`src/rtl/gpio_pkg.sv`:
```
package gpio_pkg;
  localparam int unsigned DW = 32;
  localparam int unsigned AW = 8;
  localparam int unsigned PA_W = 8;
  localparam int unsigned PB_W = 24;
  localparam int unsigned PC_W = 13;
  localparam int unsigned PD_W = 6;
  localparam int unsigned GPO_W = 24;
  localparam int unsigned GPI_W = 22;
  localparam int unsigned SEL_W = 13;
  localparam int unsigned PD_BASE = 25;     // port D bit 0 in shared out/dir words
  localparam int unsigned PD_IN_LO = 10;    // port D pins 0..4 in input word
  localparam int unsigned PD_IN_TOP = 24;   // port D last pin in input word
  localparam int unsigned HI_IN_SPAN = GPI_W + PD_W;
  localparam int unsigned PAD_W = PA_W + PB_W + PC_W + PD_W + GPI_W;

  localparam logic [DW-1:0] PD_FIELD = ((DW'(1) << PD_W) - 1) << PD_BASE;
  localparam logic [DW-1:0] HI_OUT_MASK = ((DW'(1) << GPO_W) - 1) | PD_FIELD;
  localparam logic [DW-1:0] PC_DIR_MASK = ((DW'(1) << PC_W) - 1) | PD_FIELD;

  localparam logic [AW-1:0] A_HI_IN     = 8'h00;
  localparam logic [AW-1:0] A_HI_SET    = 8'h04;
  localparam logic [AW-1:0] A_HI_CLR    = 8'h08;
  localparam logic [AW-1:0] A_HI_ST     = 8'h0C;
  localparam logic [AW-1:0] A_PC_DSET   = 8'h10;
  localparam logic [AW-1:0] A_PC_DCLR   = 8'h14;
  localparam logic [AW-1:0] A_PC_DST    = 8'h18;
  localparam logic [AW-1:0] A_PC_IN     = 8'h1C;
  localparam logic [AW-1:0] A_PC_OSET   = 8'h20;
  localparam logic [AW-1:0] A_PC_OCLR   = 8'h24;
  localparam logic [AW-1:0] A_SEL_SET   = 8'h28;
  localparam logic [AW-1:0] A_SEL_CLR   = 8'h2C;
  localparam logic [AW-1:0] A_SEL_ST    = 8'h30;
  localparam logic [AW-1:0] A_PA_IN     = 8'h40;
  localparam logic [AW-1:0] A_PA_OSET   = 8'h44;
  localparam logic [AW-1:0] A_PA_OCLR   = 8'h48;
  localparam logic [AW-1:0] A_PA_OST    = 8'h4C;
  localparam logic [AW-1:0] A_PA_DSET   = 8'h50;
  localparam logic [AW-1:0] A_PA_DCLR   = 8'h54;
  localparam logic [AW-1:0] A_PA_DST    = 8'h58;
  localparam logic [AW-1:0] A_PB_IN     = 8'h60;
  localparam logic [AW-1:0] A_PB_OSET   = 8'h64;
  localparam logic [AW-1:0] A_PB_OCLR   = 8'h68;
  localparam logic [AW-1:0] A_PB_OST    = 8'h6C;
  localparam logic [AW-1:0] A_PB_DSET   = 8'h70;
  localparam logic [AW-1:0] A_PB_DCLR   = 8'h74;
  localparam logic [AW-1:0] A_PB_DST    = 8'h78;

  // Interleave port D pins and input-only pins into the shared input word.
  function automatic logic [DW-1:0] hi_in_word(input logic [PD_W-1:0] bi,
                                               input logic [GPI_W-1:0] ded);
    logic [DW-1:0] w;
    int k;
    w = '0;
    k = 0;
    for (int j = 0; j < int'(HI_IN_SPAN); j++) begin
      if (j >= int'(PD_IN_LO) && j < int'(PD_IN_LO + PD_W - 1)) begin
        w[j] = bi[j - int'(PD_IN_LO)];
      end else if (j == int'(PD_IN_TOP)) begin
        w[j] = bi[PD_W-1];
      end else begin
        w[j] = ded[k];
        k++;
      end
    end
    return w;
  endfunction
endpackage

```
`src/rtl/gpio_sc_reg.sv`:
```
module gpio_sc_reg #(
  parameter int unsigned W = 8,
  parameter logic [W-1:0] MASK = '1
) (
  input  logic         clk,
  input  logic         rst_n,
  input  logic         set_en,
  input  logic         clr_en,
  input  logic [W-1:0] wdata,
  output logic [W-1:0] q
);
  logic [W-1:0] q_nxt;
  logic         q_en;

  always_comb begin
    q_en  = set_en | clr_en;
    q_nxt = q;
    if (set_en)      q_nxt = (q | wdata) & MASK;
    else if (clr_en) q_nxt = q & ~wdata;
  end

  always_ff @(posedge clk or negedge rst_n) begin
    if (!rst_n)    q <= '0;
    else if (q_en) q <= q_nxt;
  end
endmodule

```
`src/rtl/gpio_sync.sv`:
```
module gpio_sync #(
  parameter int unsigned W = 8,
  parameter int unsigned STAGES = 2
) (
  input  logic         clk,
  input  logic         rst_n,
  input  logic [W-1:0] d,
  output logic [W-1:0] q
);
  logic [W-1:0] stg [STAGES];

  for (genvar s = 0; s < STAGES; s++) begin : g_stage
    logic [W-1:0] stg_nxt;
    if (s == 0) begin : g_first
      assign stg_nxt = d;
    end else begin : g_rest
      assign stg_nxt = stg[s-1];
    end
    always_ff @(posedge clk or negedge rst_n) begin
      if (!rst_n) stg[s] <= '0;
      else        stg[s] <= stg_nxt;
    end
  end

  assign q = stg[STAGES-1];
endmodule

```
`src/rtl/gpio_quad_port.sv`:
```
module gpio_quad_port
  import gpio_pkg::*;
#(
  parameter int unsigned SYNC_STAGES = 2
) (
  input  logic             clk,
  input  logic             rst_n,
  input  logic [AW-1:0]    bus_addr,
  input  logic [DW-1:0]    bus_wdata,
  input  logic             bus_we,
  output logic [DW-1:0]    bus_rdata,
  input  logic [PA_W-1:0]  pa_in,
  output logic [PA_W-1:0]  pa_out,
  output logic [PA_W-1:0]  pa_oe,
  input  logic [PB_W-1:0]  pb_in,
  output logic [PB_W-1:0]  pb_out,
  output logic [PB_W-1:0]  pb_oe,
  input  logic [PC_W-1:0]  pc_in,
  output logic [PC_W-1:0]  pc_out,
  output logic [PC_W-1:0]  pc_oe,
  input  logic [PD_W-1:0]  pd_in,
  output logic [PD_W-1:0]  pd_out,
  output logic [PD_W-1:0]  pd_oe,
  input  logic [GPI_W-1:0] gpi_pad,
  output logic [GPO_W-1:0] gpo_pad,
  output logic [SEL_W-1:0] fn_sel
);
  // Reset: asserted asynchronously, released on the clock
  logic [1:0] rst_pipe;
  logic       rst_core_n;

  always_ff @(posedge clk or negedge rst_n) begin
    if (!rst_n) rst_pipe <= '0;
    else        rst_pipe <= {rst_pipe[0], 1'b1};
  end
  assign rst_core_n = rst_pipe[1];

  // Write strobes
  function automatic logic hit(input logic [AW-1:0] a);
    return bus_we && (bus_addr == a);
  endfunction

  logic [DW-1:0] hi_out_q, pc_dir_q, hi_in_w;

  gpio_sc_reg #(.W(PA_W)) u_pa_out (.clk, .rst_n(rst_core_n),
    .set_en(hit(A_PA_OSET)), .clr_en(hit(A_PA_OCLR)), .wdata(bus_wdata[PA_W-1:0]), .q(pa_out));
  gpio_sc_reg #(.W(PA_W)) u_pa_dir (.clk, .rst_n(rst_core_n),
    .set_en(hit(A_PA_DSET)), .clr_en(hit(A_PA_DCLR)), .wdata(bus_wdata[PA_W-1:0]), .q(pa_oe));
  gpio_sc_reg #(.W(PB_W)) u_pb_out (.clk, .rst_n(rst_core_n),
    .set_en(hit(A_PB_OSET)), .clr_en(hit(A_PB_OCLR)), .wdata(bus_wdata[PB_W-1:0]), .q(pb_out));
  gpio_sc_reg #(.W(PB_W)) u_pb_dir (.clk, .rst_n(rst_core_n),
    .set_en(hit(A_PB_DSET)), .clr_en(hit(A_PB_DCLR)), .wdata(bus_wdata[PB_W-1:0]), .q(pb_oe));
  gpio_sc_reg #(.W(PC_W)) u_pc_out (.clk, .rst_n(rst_core_n),
    .set_en(hit(A_PC_OSET)), .clr_en(hit(A_PC_OCLR)), .wdata(bus_wdata[PC_W-1:0]), .q(pc_out));
  gpio_sc_reg #(.W(DW), .MASK(PC_DIR_MASK)) u_pc_dir (.clk, .rst_n(rst_core_n),
    .set_en(hit(A_PC_DSET)), .clr_en(hit(A_PC_DCLR)), .wdata(bus_wdata), .q(pc_dir_q));
  gpio_sc_reg #(.W(DW), .MASK(HI_OUT_MASK)) u_hi_out (.clk, .rst_n(rst_core_n),
    .set_en(hit(A_HI_SET)), .clr_en(hit(A_HI_CLR)), .wdata(bus_wdata), .q(hi_out_q));
  gpio_sc_reg #(.W(SEL_W)) u_sel (.clk, .rst_n(rst_core_n),
    .set_en(hit(A_SEL_SET)), .clr_en(hit(A_SEL_CLR)), .wdata(bus_wdata[SEL_W-1:0]), .q(fn_sel));

  assign pc_oe   = pc_dir_q[PC_W-1:0];
  assign pd_oe   = pc_dir_q[PD_BASE +: PD_W];
  assign pd_out  = hi_out_q[PD_BASE +: PD_W];
  assign gpo_pad = hi_out_q[GPO_W-1:0];

  // Pad input synchronization
  logic [PAD_W-1:0]  pad_raw, pad_s;
  logic [PA_W-1:0]   pa_s;
  logic [PB_W-1:0]   pb_s;
  logic [PC_W-1:0]   pc_s;
  logic [PD_W-1:0]   pd_s;
  logic [GPI_W-1:0]  gpi_s;

  assign pad_raw = {gpi_pad, pd_in, pc_in, pb_in, pa_in};
  gpio_sync #(.W(PAD_W), .STAGES(SYNC_STAGES)) u_sync (
    .clk, .rst_n(rst_core_n), .d(pad_raw), .q(pad_s));
  assign {gpi_s, pd_s, pc_s, pb_s, pa_s} = pad_s;

  assign hi_in_w = hi_in_word(pd_s, gpi_s);

  // Read mux
  always_comb begin
    unique case (bus_addr)
      A_HI_IN:   bus_rdata = hi_in_w;
      A_HI_ST:   bus_rdata = hi_out_q;
      A_PC_DST:  bus_rdata = pc_dir_q;
      A_PC_IN:   bus_rdata = DW'(pc_s);
      A_SEL_ST:  bus_rdata = DW'(fn_sel);
      A_PA_IN:   bus_rdata = DW'(pa_s);
      A_PA_OST:  bus_rdata = DW'(pa_out);
      A_PA_DST:  bus_rdata = DW'(pa_oe);
      A_PB_IN:   bus_rdata = DW'(pb_s);
      A_PB_OST:  bus_rdata = DW'(pb_out);
      A_PB_DST:  bus_rdata = DW'(pb_oe);
      default:   bus_rdata = '0;
    endcase
  end
endmodule

```
`config.mk`:
```
export PLATFORM = sky130hd
export DESIGN_NAME = gpio_quad_port
export DESIGN_NICKNAME = d
export VERILOG_FILES = /design/src/rtl/gpio_pkg.sv /design/src/rtl/gpio_sc_reg.sv /design/src/rtl/gpio_sync.sv /design/src/rtl/gpio_quad_port.sv
export SDC_FILE = /design/constraint.sdc
export NUM_CORES = 1
export LEC_CHECK = 0
export BUFFER_PORTS_ARGS = -buffer_cell sky130_fd_sc_hd__buf_2
export CAP_MARGIN = 20
export CORE_UTILIZATION = 30
export CTS_CLUSTER_SIZE = 8
export DETAILED_ROUTE_END_ITERATION = 8
export GPL_TIMING_DRIVEN = 0
export SYNTH_ARGS = -nofsm -noshare
export SYNTH_HDL_FRONTEND = slang
export SYNTH_SLANG_ARGS = --single-unit
```
`constraint.sdc`:
```
create_clock -name clk -period 11.8 [get_ports clk]
set_input_delay 1.77 -clock clk [delete_from_list [all_inputs] [get_ports clk]]
set_output_delay 1.77 -clock clk [all_outputs]
set_load 0.01 [all_outputs]
```
==> reports/results.txt <==
status: finished, final reports clean
Hold Vio Cnt, Final: 0
vias in the first global route: 10.1k
Area Growth Syn to Fin: 27.2%
Die X: 205 µm
DR vias: 10.2k
worst setup margin: 5700 ps
WS Path Type: in -> out
EDFF count, synth: 0
Switching Fraction: 24.7%
FF-to-FF End: u_sync.g_stage[1].stg_nxt[13]
DP Worst Slack: 5830 ps
Final Power: 2.42 mW
clock sinks: 302
Synthesized Nets: 1158
grt ovf: 0
I/O Pins: 287
Final Non-Filler Cells: 1907
worst-path maximum fanout: 10
most common cell after layout, fill and taps aside: buf_2
Power per Cell Area: 154 nW/µm²
max cap viols: 0
largest net degree at the start of global routing: 72
Skew-Pair Late Insertion Delay: 560 ps
Routed Antenna Nets: 0
Fill cells: 3962
FF-to-FF path depth: 2
GPL Wtd Cong: 0.919
Synth async-reset ratio: 100%
Ys Warns: 0
Core ar.: 40200 µm²
clock slew at reported path FFs: 50 ps
Max VDD drop: 103 µV
Clock power frac: 46.1%
RSZ-0062 raised after global routing: no
sw power: 0.599 mW
Slew Viols, Final: 0
Least-Margin Pin Slew: 1180 ps
Hold Path Cell Cnt: 0
share of cells above drive strength 1: 34.1%
Via density: 5.36
combinational group share of total power: 7.8%
cell mode on critical path: buf_2
H-tree levels: 2
Reg2Reg Launch Point: rst_pipe[1]
CP Launch Type: input port
drt total wl: 47700 µm
flip-flop and latch area: 7560 µm²
worst hold path endpoint: u_sync.q[68]
Internal Dissipation: 1.82 mW
Tcrit/Tclk final: 51.7%
R2R Setup Slk: 10220 ps
register area share after synthesis: 61.2%
final core occ: 39.1%
Starting Density: 30.7%
fmax: 164 MHz
Hold Startpoint: u_sync.g_stage[1].stg_nxt[68]
Crit path required time: 10030 ps
worst hold path type: reg -> reg
Unique masters post-synth: 66
cell count after synthesis: 1042
crit path cell chain: buf_2 -> buf_2 -> nor3b_2 -> clkbuf_1 -> nand3_1 -> o211ai_1 -> buf_2
commonest non-fill, non-tap cells in the layout: 322 x buf_2, 301 x dfrtp_1, 181 x nand2_1
first-pass GRT wire length: 68000 µm
nets: 1490
hold buffers post-CTS: 0
Setup Viol. Count Final: 0
Max transition margin: 21.1%
syn_area_per_cell: 11.8 µm²
min cycle time layout: 6100 ps
die area: 42000 µm²
clk root buf: clkbuf_16
post-CTS resize count: 0
Die Span Y: 205 µm
flops & latches, synth: 302
1st-pass router iterations: 5
cell family with most CP delay: buffers and inverters
post-route cell area: 15700 µm²
CTS tree: yes
DRC viols: 0
Post-DP HPWL: 34500 µm
placed inst area: 14500 µm²
overall routing resource usage: 22.7%
dpl cells: 1853
slowest CP cell: clkbuf_1
Post-Syn Area: 12300 µm²
Primary FF master, synth: dfrtp_1
CP bufs+invs: 4
Num CTS Buffers: 44
area of the multi-input gates: 3970 µm²
clk buf depth: 3
Initial DRC Count: 1000
WL/cell: 25.0 µm
Seq pwr share: 46.1%
CP Capture Type: output port
Post-CTS Setup Bufs: 0
Leak Pwr: 7.64 nW
max incr delay on CP: 780 ps
Critical Path AT: 4330 ps
Rows: 73
setup_tns: 0 ps
initial antenna violation count: 2
PortBufs: 281
skew final: 12.1 ps
hold slack: 339 ps
worst register-to-register path: cells and delay by family (launching register included):
family	cells	cell delay [ps]
buffers and inverters	2	740
DFF	1	910
Yosys cell counts, drive strengths merged, types with 3 or more instances:
cell type	number	share of area (%)
nor4b	5	0.56
nor2b	4	0.20
a31oi	3	0.15
o211ai	4	0.24
and3	10	0.51
or4	5	0.33
inv	4	0.12
mux2i	10	0.81
and4b	3	0.25
a32o	9	0.73
dfrtp	302	61
a21oi	21	0.85
nor3	4	0.29
nand2	181	5.5
buf	102	5.4
and2	5	0.25
o2bb2ai	4	0.28
a22oi	31	1.9
nor3b	6	0.41
mux2	20	1.8
clkbuf	34	1.0
nor2	22	0.67
a222oi	4	0.32
a22o	132	9.4
nor4	4	0.30
a211o	5	0.35
o21ai	28	1.1
nand3	22	0.89
a221o	9	0.73
nand4	13	0.66
worst max path at each step:
stage	startpoint	to	slack (ps)	depth (start not counted)
after floorplan	rst_pipe[1]	asynchronous set/reset pin	2760	0
after global placement	rst_pipe[1]	u_sync.q[63]	-730	0
after detailed placement	bus_addr[2]	bus_rdata[5]	5830	9
after CTS	bus_addr[2]	bus_rdata[5]	5820	9
after global routing	bus_addr[3]	bus_rdata[3]	5680	7
final	bus_addr[3]	bus_rdata[3]	5700	7
routing by layer:
layer | up-vias | share of wire, % | track usage [%]
met3 | 98 | 11 | 7.37
met5 | - | 0.027 | 0
met1 | 5154 | 40 | 29.4
met4 | 2 | 2.7 | 7.94
met2 | 586 | 46 | 35.6
li1 | 4380 | - | -
logic make-up after synthesis:
family | after synthesis | share of synthesized area (%)
and+or+nand+nor | 298 | 11.9
AOI/OAI and AO/OA | 269 | 17.3
muxes | 31 | 2.82
buffers and inverters | 140 | 6.56
other | 1 | 0.0304
xor gates and xnor gates | 1 | 0.0710
DFF | 302 | 61.2
final cells by class:
| cell class | count | area share [%] |
|---|---|---|
| clock inverter | 4 | 0.343 |
| clock buffer | 49 | 7.13 |
| inverter | 4 | 0.0956 |
| antenna | 1 | 0.0159 |
| tap | 525 | 4.18 |
| timing repair buffer | 286 | 9.71 |
| sequential | 302 | 48.2 |
| buffer | 136 | 5.06 |
| multi-input combinational | 600 | 25.3 |
power by group through the flow:
stage / Combinational [mW] / Clock (mW) / Sequential (mW)
after global placement: 0.165 / 0 / 1.15
final: 0.188 / 1.12 / 1.12
after floorplan: 0.0768 / 0 / 1.14
after CTS: 0.189 / 1.15 / 1.12
after global routing: 0.203 / 1.19 / 1.12
after detailed placement: 0.189 / 0 / 1.13
Power figures use the tool's default switching activity.
